$ cat config.mk
export PLATFORM = sky130hd
export DESIGN_NAME = flow_trace_unit
export DESIGN_NICKNAME = d
export VERILOG_FILES = /design/src/rtl/flow_trace_unit.sv
export SDC_FILE = /design/constraint.sdc
export NUM_CORES = 1
export LEC_CHECK = 0
export ABC_AREA = 1
export BUFFER_PORTS_ARGS = -buffer_cell sky130_fd_sc_hd__buf_4
export CELL_PAD_IN_SITES_DETAIL_PLACEMENT = 1
export CELL_PAD_IN_SITES_GLOBAL_PLACEMENT = 1
export CORE_MARGIN = 3
export CORE_UTILIZATION = 40
export DETAILED_ROUTE_END_ITERATION = 12
export HOLD_SLACK_MARGIN = 0.12
export MAX_ROUTING_LAYER = met4
export PLACE_DENSITY = 0.73
export SKIP_LAST_GASP = 1
export SYNTH_ARGS = -nofsm -noshare
export SYNTH_HDL_FRONTEND = slang
export SYNTH_SLANG_ARGS = --single-unit
$ cat constraint.sdc
create_clock -name clk -period 12 [get_ports clk]
set_input_delay 1.2 -clock clk [delete_from_list [all_inputs] [get_ports clk]]
set_output_delay 1.2 -clock clk [all_outputs]
set_load 0.03 [all_outputs]
$ cat src/rtl/flow_trace_unit.sv
module flow_trace_unit #(
  parameter int PCW    = 32,
  parameter int DEPTH  = 16,
  parameter int QDEPTH = 4,
  parameter int LCW    = 16
) (
  input  logic                     clk,
  input  logic                     rst_n,
  input  logic                     cfg_we,
  input  logic [5:0]               cfg_wdata,
  output logic [5:0]               cfg_q,
  input  logic                     trig_on,
  input  logic                     trig_off,
  input  logic                     set_issue,
  input  logic                     set_has_cof,
  input  logic                     mark_hit,
  input  logic [PCW-1:0]           set_pc,
  input  logic [PCW-1:0]           cof_dest,
  input  logic                     loop_edge,
  input  logic                     loop_long,
  input  logic [LCW-1:0]           loop_count,
  input  logic [PCW-1:0]           loop_end_pc,
  input  logic [PCW-1:0]           loop_start_pc,
  input  logic                     irq_take,
  input  logic [PCW-1:0]           irq_from_pc,
  input  logic [PCW-1:0]           irq_vector,
  output logic                     stall_req,
  input  logic                     rd_en,
  input  logic                     rd_flush,
  output logic                     rd_valid,
  output logic [2:0]               rd_tag,
  output logic [PCW-1:0]           rd_addr,
  output logic [$clog2(DEPTH):0]   buf_level,
  output logic                     wrapped
);
  localparam int BAW = $clog2(DEPTH);
  localparam int QAW = $clog2(QDEPTH);
  localparam int EW  = PCW + 3;
  localparam int B_COF = 0, B_INT = 1, B_EXEC = 2, B_MARK = 3, B_EN = 4, B_LOOP = 5;
  localparam logic [2:0] T_COF_SRC = 3'd0, T_COF_DST = 3'd1, T_INT_SRC = 3'd2,
                         T_INT_VEC = 3'd3, T_LOOP_LA = 3'd4, T_LOOP_SA = 3'd5,
                         T_MARK = 3'd6, T_EXEC = 3'd7;

  // control register
  logic [5:0] cfg, cfg_nx;
  always_comb begin
    cfg_nx = cfg_we ? cfg_wdata : cfg;
    if (trig_on)  cfg_nx[B_EN] = 1'b1;
    if (trig_off) cfg_nx[B_EN] = 1'b0;
  end
  always_ff @(posedge clk)
    if (!rst_n) cfg <= '0;
    else        cfg <= cfg_nx;
  assign cfg_q = cfg;

  // event selection: one event per cycle, fixed rank
  logic [QAW:0]  q_cnt;
  logic          accept;
  logic [1:0]    n_new;
  logic [EW-1:0] e0, e1;
  assign stall_req = q_cnt >= (QAW+1)'(QDEPTH-1);
  assign accept    = cfg[B_EN] && !stall_req;

  always_comb begin
    n_new = 2'd0;
    e0    = '0;
    e1    = '0;
    if (accept) begin
      if (irq_take && cfg[B_INT]) begin
        n_new = 2'd2; e0 = {T_INT_SRC, irq_from_pc}; e1 = {T_INT_VEC, irq_vector};
      end else if (set_has_cof && cfg[B_COF]) begin
        n_new = 2'd2; e0 = {T_COF_SRC, set_pc}; e1 = {T_COF_DST, cof_dest};
      end else if (loop_edge && cfg[B_LOOP] && loop_count > LCW'(1)) begin
        n_new = loop_long ? 2'd2 : 2'd1;
        e0 = {T_LOOP_LA, loop_end_pc}; e1 = {T_LOOP_SA, loop_start_pc};
      end else if (mark_hit && cfg[B_MARK]) begin
        n_new = 2'd1; e0 = {T_MARK, set_pc};
      end else if (set_issue && cfg[B_EXEC]) begin
        n_new = 2'd1; e0 = {T_EXEC, set_pc};
      end
    end
  end

  // staging queue
  logic [EW-1:0]  q_mem [QDEPTH];
  logic [QAW-1:0] q_rp, q_wp;
  logic           q_has, buf_we;
  logic [1:0]     n_push;
  logic [EW-1:0]  p0, buf_wd;
  assign q_has  = q_cnt != '0;
  assign buf_we = q_has || (n_new != 2'd0);
  assign buf_wd = q_has ? q_mem[q_rp] : e0;
  assign n_push = q_has ? n_new : ((n_new == 2'd2) ? 2'd1 : 2'd0);
  assign p0     = q_has ? e0 : e1;

  always_ff @(posedge clk) begin
    if (n_push != 2'd0) q_mem[q_wp] <= p0;
    if (n_push == 2'd2) q_mem[q_wp + QAW'(1)] <= e1;
  end
  always_ff @(posedge clk)
    if (!rst_n) begin
      q_rp <= '0; q_wp <= '0; q_cnt <= '0;
    end else begin
      q_wp  <= q_wp + QAW'(n_push);
      q_rp  <= q_rp + QAW'(q_has);
      q_cnt <= q_cnt + (QAW+1)'(n_push) - (QAW+1)'(q_has);
    end

  // circular trace memory
  logic [EW-1:0]  b_mem [DEPTH];
  logic [BAW-1:0] b_wp, b_rp;
  logic [BAW:0]   b_cnt;
  logic           wrap_q, b_full, do_rd, ovw;
  assign b_full = b_cnt == (BAW+1)'(DEPTH);
  assign do_rd  = rd_en && (b_cnt != '0);
  assign ovw    = buf_we && b_full && !do_rd;

  always_ff @(posedge clk)
    if (buf_we) b_mem[b_wp] <= buf_wd;

  always_ff @(posedge clk)
    if (!rst_n) begin
      b_wp <= '0; b_rp <= '0; b_cnt <= '0; wrap_q <= 1'b0;
    end else if (rd_flush) begin
      b_wp   <= b_wp + BAW'(buf_we);
      b_rp   <= b_wp + BAW'(buf_we);
      b_cnt  <= '0;
      wrap_q <= 1'b0;
    end else begin
      b_wp  <= b_wp + BAW'(buf_we);
      b_rp  <= b_rp + BAW'(do_rd || ovw);
      b_cnt <= b_cnt + (BAW+1)'(buf_we && !ovw) - (BAW+1)'(do_rd);
      if (ovw) wrap_q <= 1'b1;
    end

  assign rd_valid           = b_cnt != '0;
  assign {rd_tag, rd_addr}  = b_mem[b_rp];
  assign buf_level          = b_cnt;
  assign wrapped            = wrap_q;

  // assertions
  assert_trig_off_R2: assert property (@(posedge clk) disable iff (!rst_n)
    trig_off |=> !cfg_q[B_EN]);
  assert_trig_on_R2: assert property (@(posedge clk) disable iff (!rst_n)
    (trig_on && !trig_off) |=> cfg_q[B_EN]);
  assert_no_capture_disabled_R3: assert property (@(posedge clk) disable iff (!rst_n)
    (!cfg_q[B_EN] && !q_has) |-> !buf_we);
  assert_queue_bound_R9: assert property (@(posedge clk) disable iff (!rst_n)
    q_cnt <= (QAW+1)'(QDEPTH));
  assert_stall_drains_R9: assert property (@(posedge clk) disable iff (!rst_n)
    stall_req |=> q_cnt == $past(q_cnt) - 1'b1);
  assert_level_bound_R10: assert property (@(posedge clk) disable iff (!rst_n)
    buf_level <= (BAW+1)'(DEPTH));
  assert_wrap_when_full_R10: assert property (@(posedge clk) disable iff (!rst_n)
    $rose(wrapped) |-> $past(buf_level) == (BAW+1)'(DEPTH));
  assert_flush_empties_R11: assert property (@(posedge clk) disable iff (!rst_n)
    rd_flush |=> (buf_level == '0 && !wrapped));
  assert_pop_level_R12: assert property (@(posedge clk) disable iff (!rst_n)
    (rd_en && rd_valid && !buf_we && !rd_flush) |=> buf_level == $past(buf_level) - 1'b1);
endmodule

==> results_dict.tcl <==
set metrics [dict create \
    clock_path_buffers 3 \
    die_y_um 296.6 \
    gp_congestion 0.7826 \
    grt_pass1_vias 25840 \
    clock_skew_ns 0.01136 \
    synthCells 3146 \
    grt_antenna_before_repair 6 \
    rsz0062_at_grt "no" \
    synth-seq-cells 727 \
    grt_pass1_wl_um 155700 \
    met1Wirelength_um 43610 \
    grt_max_degree 95 \
    setup_slack_ns 6.888 \
    power.density_nw_per_um2 227.3 \
    cts_setup_buffers 0 \
    vias_per_cell 5.473 \
    slew_viol_final 0 \
    leakage_nw 15.31 \
    syn2layout_area_growth_pct 15.42 \
    design_area_sq_um 38980 \
    port_buffers 274 \
    cts-hold-fix-buffers 0 \
    finalNetCount 3578 \
    min_period_ns 5.112 \
    max_freq_mhz 195.6 \
    initial_core_util_pct 40.74 \
    ios 276 \
    worst-slew-pin-transition_ns 1.121 \
    dieArea_sq_um 87960 \
    num_vias 24750 \
    synthesis.nets 3389 \
    tns_ns 0 \
    avgSynthCellArea_sq_um 10.74 \
    clock_latency_ns 0.62 \
    routedWlPerCell_um 22.88 \
    hold_viol_final 0 \
    wl_met2_um 51420 \
    h-tree-depth 3 \
    crit_type "reg2out" \
    reg2reg_slack_ns 7.94 \
    finalWirelength_um 103500 \
    cts_tree "done" \
    cts_root_buf "clkbuf_16" \
    core-area_sq_um 82900 \
    ant_nets 0 \
    clkTransAtPathRegs_ns 0.06 \
    dr.pass1.iters 5 \
    drc 0 \
    synth_area_sq_um 33770 \
    worstSetupStartpointType "flop" \
    outcome "complete, no violations" \
    peakVddDrop_uv 108.5 \
    ctsResizeCount 0 \
    worst-path-max-fanout 94 \
    gr-total-overflow 0 \
    hold-worst-slack_ns 0.4575 \
    slew-limit-headroom_pct 25.28 \
    track_usage_pct 24.19 \
    dpl_worst_slack_ns 7.169 \
    yosysSeqAreaShare_pct 63.84 \
    numCtsBuffers 77 \
    wl_met3_um 5985 \
    max_cap_violations 0 \
    cp.required_ns 10.80 \
    dp_hpwl_um 60760 \
    die_w_um 296.6 \
    finalCritPeriodShare_pct 42.60 \
    endpoint_kind "output pin" \
    crit_arrival_ns 3.91 \
    finalSetupViolCount 0 \
    routed.top_layer "met4" \
    yosys_warnings 0 \
    first_iter_violations 1716 \
    rows 105 \
    layout-drive-gt1-share_pct 14.02 \
    hold_path.class "reg2reg" \
    cts_sinks 727 \
    ys_types 41 \
    dpl_cell_area_sq_um 36590 \
]
==> final cells by class <==
class                   count  area [sq um]
repair buffers            312          2342
multi-input cells        1972         10320
inverters                 245         940.9
clock buffers              91          1989
clock inverters            48         396.6
well taps                1123          1405
flip-flops and latches    727         21570
fillers                  9053         43910
diodes                      4         10.01
==> logic make-up after synthesis <==
| group | count (synthesis) | share of synthesized area, % |
|---|---|---|
| compound gates | 645 | 10.76 |
| xor+xnor | 9 | 0.2334 |
| fa+ha+maj | 16 | 0.6372 |
| buf+inv | 447 | 5.749 |
| flops | 727 | 63.84 |
| mux | 140 | 4.149 |
| simple gates | 1162 | 14.63 |
==> worst max-delay path: stages, from the launching register on <==
cell and delay, ns:
dfxtp_4 0.45, buf_4 0.74, buf_4 0.97, a21oi_1 0.18, o21ai_0 0.15, o21ai_0 0.15, o211ai_1 0.22, nand2_1 0.15
buf_4 0.20
==> synthesized netlist by cell type (all sizes together) <==
library cell    n  area [sq um]
clkbuf        108         406.6
ha             14         175.2
fa              2         40.04
edfxtp        700         21020
dfxtp          27         540.5
nand3         184         935.9
nor3            2         21.27
xnor2           5         43.79
nand3b         32         240.2
a221oi          1         8.760
a211oi          1         7.510
o211ai        140          1051
buf            94         599.3
mux2i         140          1401
inv           242         923.4
a31oi           3         18.77
nor2          188         785.8
nand2         720          2730
o22ai          34         212.7
a21oi         182         914.6
nor3b           3         22.52
nand4          33         206.5
xor2            4         35.03
o21ai         284          1421
clkinv          3         12.51
==> metal layers <==
layer  track usage [%]  vias up
li1                  -    11450
met1             30.20    12370
met2             40.77      758
met3             4.069      175
met4             6.785        0
met5                 -        -
==> power by group <==
group,total [W],switching (W),internal [W]
registers,0.00361,0.000106,0.00350
logic,0.00296,0.00217,0.000792
clock network,0.00229,0.00101,0.00128
total,0.00886,0.00329,0.00557
==> stage by stage <==
step,power [W],std cells,util (%)
2_1_floorplan,0.005530,3146,-
3_3_place_gp,0.006488,4379,44.14
3_5_place_dp,0.006622,4379,44.14
4_1_cts,0.008915,4518,47.01
5_1_grt,0.009323,4521,47.02
6_report,0.008862,4522,47.03
==> sequential cells by signal (all words and copies together) (netlist names) <==
register,cells
wrapped,1
b_mem,560
buf_level,5
b_rp,4
q_mem,140
q_cnt,3
b_wp,4
q_wp,2
q_rp,2
cfg_q,6
==> cells in the final DEF, fill, tap and decap left out, drive strengths merged <==
| master | synthesis | final |
|---|---|---|
| nand2 | 720 | 720 |
| edfxtp | 700 | 700 |
| buf | 94 | 312 |
| o21ai | 284 | 284 |
| inv | 242 | 245 |
| nor2 | 188 | 188 |
| nand3 | 184 | 184 |
| a21oi | 182 | 182 |
| mux2i | 140 | 140 |
| o211ai | 140 | 140 |
| clkbuf | 108 | 91 |
| clkinv | 3 | 42 |
| o22ai | 34 | 34 |
| nand4 | 33 | 33 |
| nand3b | 32 | 32 |
| dfxtp | 27 | 27 |
| ha | 14 | 14 |
| xnor2 | 5 | 5 |
| diode | 0 | 4 |
| xor2 | 4 | 4 |
| bufinv | 0 | 4 |
| nor3b | 3 | 3 |
| a31oi | 3 | 3 |
| fa | 2 | 2 |
| clkinvlp | 0 | 2 |
| nor3 | 2 | 2 |
| a221oi | 1 | 1 |
| a211oi | 1 | 1 |
==> final timing paths <==
path / start / to / cells past startpoint
setup / recovery: b_rp[0]$_SDFF_PN0_ / rd_addr[11] / 8
setup reg to reg: q_cnt[0]$_SDFF_PN0_ / buf_level[4]$_SDFF_PP0_ / 16
hold / removal: wrapped$_SDFFE_PP0P_ / wrapped$_SDFFE_PP0P_ / 2
hold reg to reg: wrapped$_SDFFE_PP0P_ / wrapped$_SDFFE_PP0P_ / 2
Power figures use the tool's default switching activity.
